### src/rtl/ct_pkg.sv
package ct_pkg;
    typedef enum logic [1:0] {
        ST_IDLE  = 2'd0,
        ST_TIMER = 2'd1,
        ST_EVENT = 2'd2
    } ct_state_e;

    localparam logic [1:0] ADDR_MODE  = 2'd0;
    localparam logic [1:0] ADDR_CLKSEL = 2'd1;
    localparam logic [1:0] ADDR_CMP   = 2'd2;
    localparam logic [1:0] ADDR_FLAG  = 2'd3;

    localparam logic [1:0] MODE_TIMER = 2'd1;
    localparam logic [1:0] MODE_EVENT = 2'd2;
endpackage

### src/rtl/ct_prescaler.sv
module ct_prescaler #(
    parameter int CNT_W = 8
) (
    input  logic       clk,
    input  logic       rst_n,
    input  logic       clear,
    input  logic [1:0] sel,
    output logic       tick
);
    logic [CNT_W-1:0] div_cnt;
    logic [CNT_W-1:0] mask;

    // divide by 1, 4, 16, 256: low 0, 2, 4 or 8 bits all ones
    always_comb begin
        unique case (sel)
            2'd0:    mask = '0;
            2'd1:    mask = CNT_W'(8'h03);
            2'd2:    mask = CNT_W'(8'h0F);
            default: mask = CNT_W'(8'hFF);
        endcase
    end

    assign tick = !clear && ((div_cnt & mask) == mask);

    always_ff @(posedge clk or negedge rst_n) begin
        if (!rst_n)     div_cnt <= '0;
        else if (clear) div_cnt <= '0;
        else            div_cnt <= div_cnt + CNT_W'(1);
    end
endmodule

### src/rtl/ct_edge_detect.sv
module ct_edge_detect #(
    parameter int SYNC_STAGES = 2
) (
    input  logic clk,
    input  logic rst_n,
    input  logic pin,
    input  logic falling,
    output logic edge_hit
);
    logic [SYNC_STAGES-1:0] sync_q;
    logic                   prev_q;

    generate
        for (genvar s = 0; s < SYNC_STAGES; s++) begin : g_sync
            if (s == 0) begin : g_first
                always_ff @(posedge clk or negedge rst_n) begin
                    if (!rst_n) sync_q[0] <= 1'b0;
                    else        sync_q[0] <= pin;
                end
            end else begin : g_next
                always_ff @(posedge clk or negedge rst_n) begin
                    if (!rst_n) sync_q[s] <= 1'b0;
                    else        sync_q[s] <= sync_q[s-1];
                end
            end
        end
    endgenerate

    always_ff @(posedge clk or negedge rst_n) begin
        if (!rst_n) prev_q <= 1'b0;
        else        prev_q <= sync_q[SYNC_STAGES-1];
    end

    assign edge_hit = falling ? (prev_q && !sync_q[SYNC_STAGES-1])
                              : (!prev_q && sync_q[SYNC_STAGES-1]);

    // a selected edge needs the synced level to change twice before it can repeat
    a_r8_edge_single: assert property (@(posedge clk) disable iff (!rst_n)
        edge_hit |=> !edge_hit);
endmodule

### src/rtl/ct_count_core.sv
module ct_count_core #(
    parameter int W = 16
) (
    input  logic         clk,
    input  logic         rst_n,
    input  logic         clear,
    input  logic         tick,
    input  logic [W-1:0] cmp,
    output logic [W-1:0] count,
    output logic         pulse,
    output logic         hit
);
    assign hit = tick && !clear && (count == cmp);

    always_ff @(posedge clk or negedge rst_n) begin
        if (!rst_n) begin
            count <= '0;
            pulse <= 1'b0;
        end else if (clear) begin
            count <= '0;
            pulse <= 1'b0;
        end else begin
            pulse <= hit;
            if (tick) count <= hit ? '0 : count + W'(1);
        end
    end

    a_r3_clear_on_match: assert property (@(posedge clk) disable iff (!rst_n)
        (tick && !clear && count == cmp) |=> (count == '0 && pulse));
    a_r2_step: assert property (@(posedge clk) disable iff (!rst_n)
        (tick && !clear && count != cmp) |=> (count == $past(count) + W'(1)));
    a_r7_hold: assert property (@(posedge clk) disable iff (!rst_n)
        clear |=> (count == '0 && !pulse));
    a_r2_idle_stable: assert property (@(posedge clk) disable iff (!rst_n)
        (!tick && !clear) |=> $stable(count));
endmodule

### src/rtl/cmp_interval_timer.sv
module cmp_interval_timer
    import ct_pkg::*;
#(
    parameter int W           = 16,
    parameter int PRESC_W     = 8,
    parameter int SYNC_STAGES = 2
) (
    input  logic         clk,
    input  logic         rst_n,
    input  logic         wr_en,
    input  logic [1:0]   wr_addr,
    input  logic [W-1:0] wr_data,
    input  logic         evt_in,
    output logic [W-1:0] count_out,
    output logic         irq_pulse,
    output logic         irq_flag
);
    ct_state_e    state_q, state_d;
    logic [W-1:0] cmp_q;
    logic [1:0]   div_sel_q;
    logic         falling_q;

    logic mode_wr, flag_clr;
    logic presc_clear, core_clear, count_tick;
    logic presc_tick, evt_edge, match_hit;

    assign mode_wr  = wr_en && (wr_addr == ADDR_MODE);
    assign flag_clr = wr_en && (wr_addr == ADDR_FLAG) && wr_data[0];

    // configuration registers
    always_ff @(posedge clk or negedge rst_n) begin
        if (!rst_n) begin
            cmp_q     <= '1;
            div_sel_q <= 2'd0;
            falling_q <= 1'b0;
        end else if (wr_en) begin
            if (wr_addr == ADDR_CLKSEL) begin
                div_sel_q <= wr_data[1:0];
                falling_q <= wr_data[2];
            end
            if (wr_addr == ADDR_CMP && wr_data != '0) cmp_q <= wr_data;
        end
    end

    // state register
    always_ff @(posedge clk or negedge rst_n) begin
        if (!rst_n) state_q <= ST_IDLE;
        else        state_q <= state_d;
    end

    // transitions: START_TIMER, START_EVENT, STOP, RESTART
    always_comb begin
        state_d = state_q;
        if (mode_wr) begin
            unique case (wr_data[1:0])
                MODE_TIMER: state_d = ST_TIMER;
                MODE_EVENT: state_d = ST_EVENT;
                default:    state_d = ST_IDLE;
            endcase
        end
    end

    // state outputs
    always_comb begin
        presc_clear = 1'b1;
        core_clear  = mode_wr;
        count_tick  = 1'b0;
        unique case (state_q)
            ST_TIMER: begin
                presc_clear = mode_wr;
                count_tick  = presc_tick;
            end
            ST_EVENT: count_tick = evt_edge;
            default:  core_clear = 1'b1;
        endcase
    end

    ct_prescaler #(.CNT_W(PRESC_W)) u_presc (
        .clk(clk), .rst_n(rst_n), .clear(presc_clear),
        .sel(div_sel_q), .tick(presc_tick)
    );

    ct_edge_detect #(.SYNC_STAGES(SYNC_STAGES)) u_edge (
        .clk(clk), .rst_n(rst_n), .pin(evt_in),
        .falling(falling_q), .edge_hit(evt_edge)
    );

    ct_count_core #(.W(W)) u_core (
        .clk(clk), .rst_n(rst_n), .clear(core_clear), .tick(count_tick),
        .cmp(cmp_q), .count(count_out), .pulse(irq_pulse), .hit(match_hit)
    );

    // sticky flag, set wins over clear
    always_ff @(posedge clk or negedge rst_n) begin
        if (!rst_n)         irq_flag <= 1'b0;
        else if (match_hit) irq_flag <= 1'b1;
        else if (flag_clr)  irq_flag <= 1'b0;
    end

    a_r5_cmp_nonzero: assert property (@(posedge clk) disable iff (!rst_n)
        cmp_q != '0);
    a_r4_flag_with_pulse: assert property (@(posedge clk) disable iff (!rst_n)
        irq_pulse |-> irq_flag);
    a_r3_one_cycle: assert property (@(posedge clk) disable iff (!rst_n)
        irq_pulse |=> !irq_pulse);
    a_r7_idle_zero: assert property (@(posedge clk) disable iff (!rst_n)
        (state_q == ST_IDLE) |-> (count_out == '0 && !irq_pulse));
endmodule

### config.mk
export PLATFORM = sky130hd
export DESIGN_NAME = cmp_interval_timer
export DESIGN_NICKNAME = d
export VERILOG_FILES = /design/src/rtl/ct_pkg.sv /design/src/rtl/ct_prescaler.sv /design/src/rtl/ct_edge_detect.sv /design/src/rtl/ct_count_core.sv /design/src/rtl/cmp_interval_timer.sv
export SDC_FILE = /design/constraint.sdc
export NUM_CORES = 1
export LEC_CHECK = 0
export BUFFER_PORTS_ARGS = -buffer_cell sky130_fd_sc_hd__buf_2
export CAP_MARGIN = 20
export CORE_MARGIN = 4
export CORE_UTILIZATION = 25
export DETAILED_ROUTE_END_ITERATION = 6
export PLACE_DENSITY = 0.52
export SLEW_MARGIN = 20
export SYNTH_ARGS = -nofsm -noshare
export SYNTH_HDL_FRONTEND = slang
export SYNTH_SLANG_ARGS = --single-unit
### constraint.sdc
create_clock -name clk -period 4.7 [get_ports clk]
set_input_delay 0.705 -clock clk [delete_from_list [all_inputs] [get_ports clk]]
set_output_delay 0.705 -clock clk [all_outputs]
set_load 0.03 [all_outputs]
==> flow_summary.yaml <==
status:
  status: "finished, final reports clean"
cts:
  cts_hold_buf: 0
  cts_setup_buffers: 0
  cts.clk_slew.worst_paths_ns: 0.09
  htreeDepth: 2
  clockBufferDepth: 2
  cts-resized-gates: 0
  clockRootBuffer: "clkbuf_8"
  insertion_delay_ns: 0.31
  cts_sinks: 50
  cts_tree: "yes"
  cts_buffers: 5
yosys:
  syn_area_mm2: 0.00267
  yosys_most_used_dff: "dfrtp_1"
  synth.yosys.seq_area_share_pct: 47.5
  synth_xor_area_share_pct: 7.21
  synth_fp_nets: 257
  yosys.area_share.simple_pct: 20.3
  synth_mux_area_share_pct: 8.00
  synth_area_leader_cell: "dfrtp_1"
  yosys_register_bits: 50
  synth_top_area_share_pct: 31.8
  synth_edf_count: 0
  synth_warnings: 0
  synthTopCellsByArea: "dfrtp_1 32%, dfstp_2 16%, mux2_2 8.0%"
  avgSynthCellArea_um2: 11.6
  synthCells: 231
  synth_compound_gate_area_share_pct: 11.7
  synthAdderAreaFrac_pct: 1.87
  synth_top_family_by_area: "simple AND/OR/NAND/NOR gates"
  async_flop_share_pct: 100
  synth_cell_types: 52
floorplanning:
  fp.dieArea_mm2: 0.0124
  die_y_um: 111
  io_pins: 40
  rows: 37
  start_util_pct: 25.8
  fp.dieW_um: 111
  core_area_mm2: 0.0104
power_and_ir_drop:
  leakage_nw: 1.33
  p_total_w: 0.000999
  power_frac_clock_pct: 30.5
  swShare_pct: 28.2
  ir_drop_mv: 0.164
  power.internal_w: 0.000717
  switching_power_w: 0.000282
  sequentialPowerShare_pct: 51.6
  pwr-share-comb_pct: 17.9
  powerDensity_mw_per_mm2: 321
cells_and_area:
  postLayoutCellArea_mm2: 0.00311
  insertedDiodeCount: 0
  drive_gt1_share_pct: 38.2
  regArea_mm2: 0.00127
  fillers: 1115
  area_growth_pct: 16.3
  fin_nets: 297
  multi_input_area_mm2: 0.00131
global_route:
  antenna_found_initial: 0
  gr-total-overflow: 0
  grt_pass1_wl_um: 10400
  first_global_vias: 1925
  grt_usage_pct: 10.2
  grt_max_degree: 51
sta:
  max_freq_mhz: 432
  period_share_pct: 49.3
  tns_ns: 0
  finalClockSkew_ns: 0.00876
  finalHoldViolations: 0
  relSlewSlack_pct: 37.3
  period_needed_ns: 2.32
  worst_pin_slew_ns: 0.939
  rsz0062_at_grt: "no"
  final_max_slew_viol_count: 0
  setup_viol_count_final: 0
detailed_routing:
  wl_met1_um: 3030
  met3_wirelength_um: 195
  wl_um: 6140
  drt-initial-drc-count: 105
  dr.pass1.iters: 4
  highest_layer: "met4"
  route.met2.wl_um: 2760
  drtAntennaViolNets: 0
  wl_per_cell_um: 15.1
  via_per_inst: 4.76
  drc: 0
  vias: 1943
critical_path:
  cp.arrival_ns: 2.55
  crit_required_ns: 4.93
  crit_path_max_fanout: 16
  worstSetupPathType: "in2reg"
  start_kind: "input pin"
  end_kind: "flop"
placed_design:
  gp_congestion: 0.736
  hpwl_um: 4610
  post_dp_cell_area_mm2: 0.00300
  numPortBuffers: 39
worst_hold_path:
  min_path_type: "reg2reg"
job:
  max_cap_violations: 0
[final timing paths]
check / start / endpoint / slack [ns] / cells past startpoint
hold / removal: u_edge.sync_q[0] / u_edge.sync_q[1] / 0.36 / 0
max in group asynchronous: rst_n / div_sel_q[1] / 3.76 / 2
hold reg to reg: u_edge.sync_q[0] / u_edge.sync_q[1] / 0.36 / 0
min in group asynchronous: rst_n / u_presc.div_cnt[3] / 0.49 / 2
setup reg to reg: state_q[0] / u_core.count[13] / 2.54 / 5
setup / recovery: wr_data[10] / cmp_q[12] / 2.38 / 5
[worst max-delay path, cell delays in order]
cell      delay [ns]
buf_2           0.11
nor4_1          0.39
nand4_1         0.21
nand4b_1        0.70
mux2_2          0.42
[metrics by stage]
step	hold slack [ns]	util, %	worst slack, ns	std cells
6_report	0.359	30.0	2.38	408
5_1_grt	0.371	30.0	2.27	408
4_1_cts	0.363	30.0	2.29	408
3_5_place_dp	0.342	28.9	1.95	400
3_3_place_gp	0.334	28.9	1.91	400
2_1_floorplan	0.331	-	2.71	231
[sequential cells by signal, summed over array words and instances (netlist names)]
name	flops
falling_q	1
u_presc.div_cnt	8
cmp_q	16
state_q	2
irq_flag	1
div_sel_q	2
u_core.count	16
u_edge.prev_q	1
u_core.pulse	1
u_edge.sync_q	2
[Yosys cell counts (2+ instances only)]
library cell / instances
a22oi_1: 2
a31oi_1: 5
or2_2: 3
o31ai_1: 3
nor4_1: 4
nand4_1: 7
o22ai_1: 5
nand3_1: 9
o21ai_1: 2
buf_2: 2
dfstp_2: 16
xor2_1: 20
and3_1: 8
nor4_2: 4
o41ai_1: 4
or3b_1: 2
a32oi_1: 5
or3_1: 6
nand3b_1: 4
ha_1: 4
inv_1: 10
nor2_1: 8
and2_1: 2
mux2_2: 19
buf_6: 3
o21ai_0: 3
dfrtp_1: 34
xnor2_1: 2
clkbuf_1: 2
nand2_1: 11
[cell type report]
type / count / share of cell area [%]
clock buffers: 5 / 2.21
clock inverters: 3 / 1.45
inverters: 10 / 1.21
multi-input cells: 164 / 42.3
flip-flops and latches: 50 / 40.9
well taps: 136 / 5.47
repair buffers: 40 / 6.52
[placed cells by master (no fill, tap or decap), types with 2 or more instances in the layout]
cell type and n:
nor2_1 8, clkinvlp_4 2, dfrtp_1 34, mux2_2 19, buf_2 39, o41ai_1 4, clkbuf_8 5, a31oi_1 5
nand3_1 9, o31ai_1 3, and3_1 8, ha_1 4, o21ai_1 2, xor2_1 20, or3b_1 2, dfstp_2 16
and2_1 2, a22oi_1 2, o22ai_1 5, inv_1 10, a32oi_1 5, nand2_1 11, nand3b_1 4, nor4_2 4
nand4_1 7, o21ai_0 3, or2_2 3, or3_1 6, xnor2_1 2, nor4_1 4
[kinds of logic after synthesis]
family | Yosys count
buffers and inverters | 17
AOI/OAI and AO/OA | 39
xor gates and xnor gates | 22
and+or+nand+nor | 80
muxes | 19
DFF | 50
adders and majority gates | 4
[layer usage]
layer | track usage (%) | up-vias
met4 | 3.97 | 0
met5 | 0 | -
li1 | - | 941
met3 | 1.79 | 10
met1 | 14.3 | 951
met2 | 15.7 | 41
[power groups by stage]
stage | combinational, W | sequential, W | clock, W
6_report | 0.000179 | 0.000516 | 0.000305
5_1_grt | 0.000200 | 0.000522 | 0.000334
4_1_cts | 0.000182 | 0.000517 | 0.000321
3_5_place_dp | 0.000182 | 0.000525 | 0
3_3_place_gp | 0.000179 | 0.000523 | 0
2_1_floorplan | 0.000131 | 0.000517 | 0
Note: power is estimated with default switching activity, not from simulation.
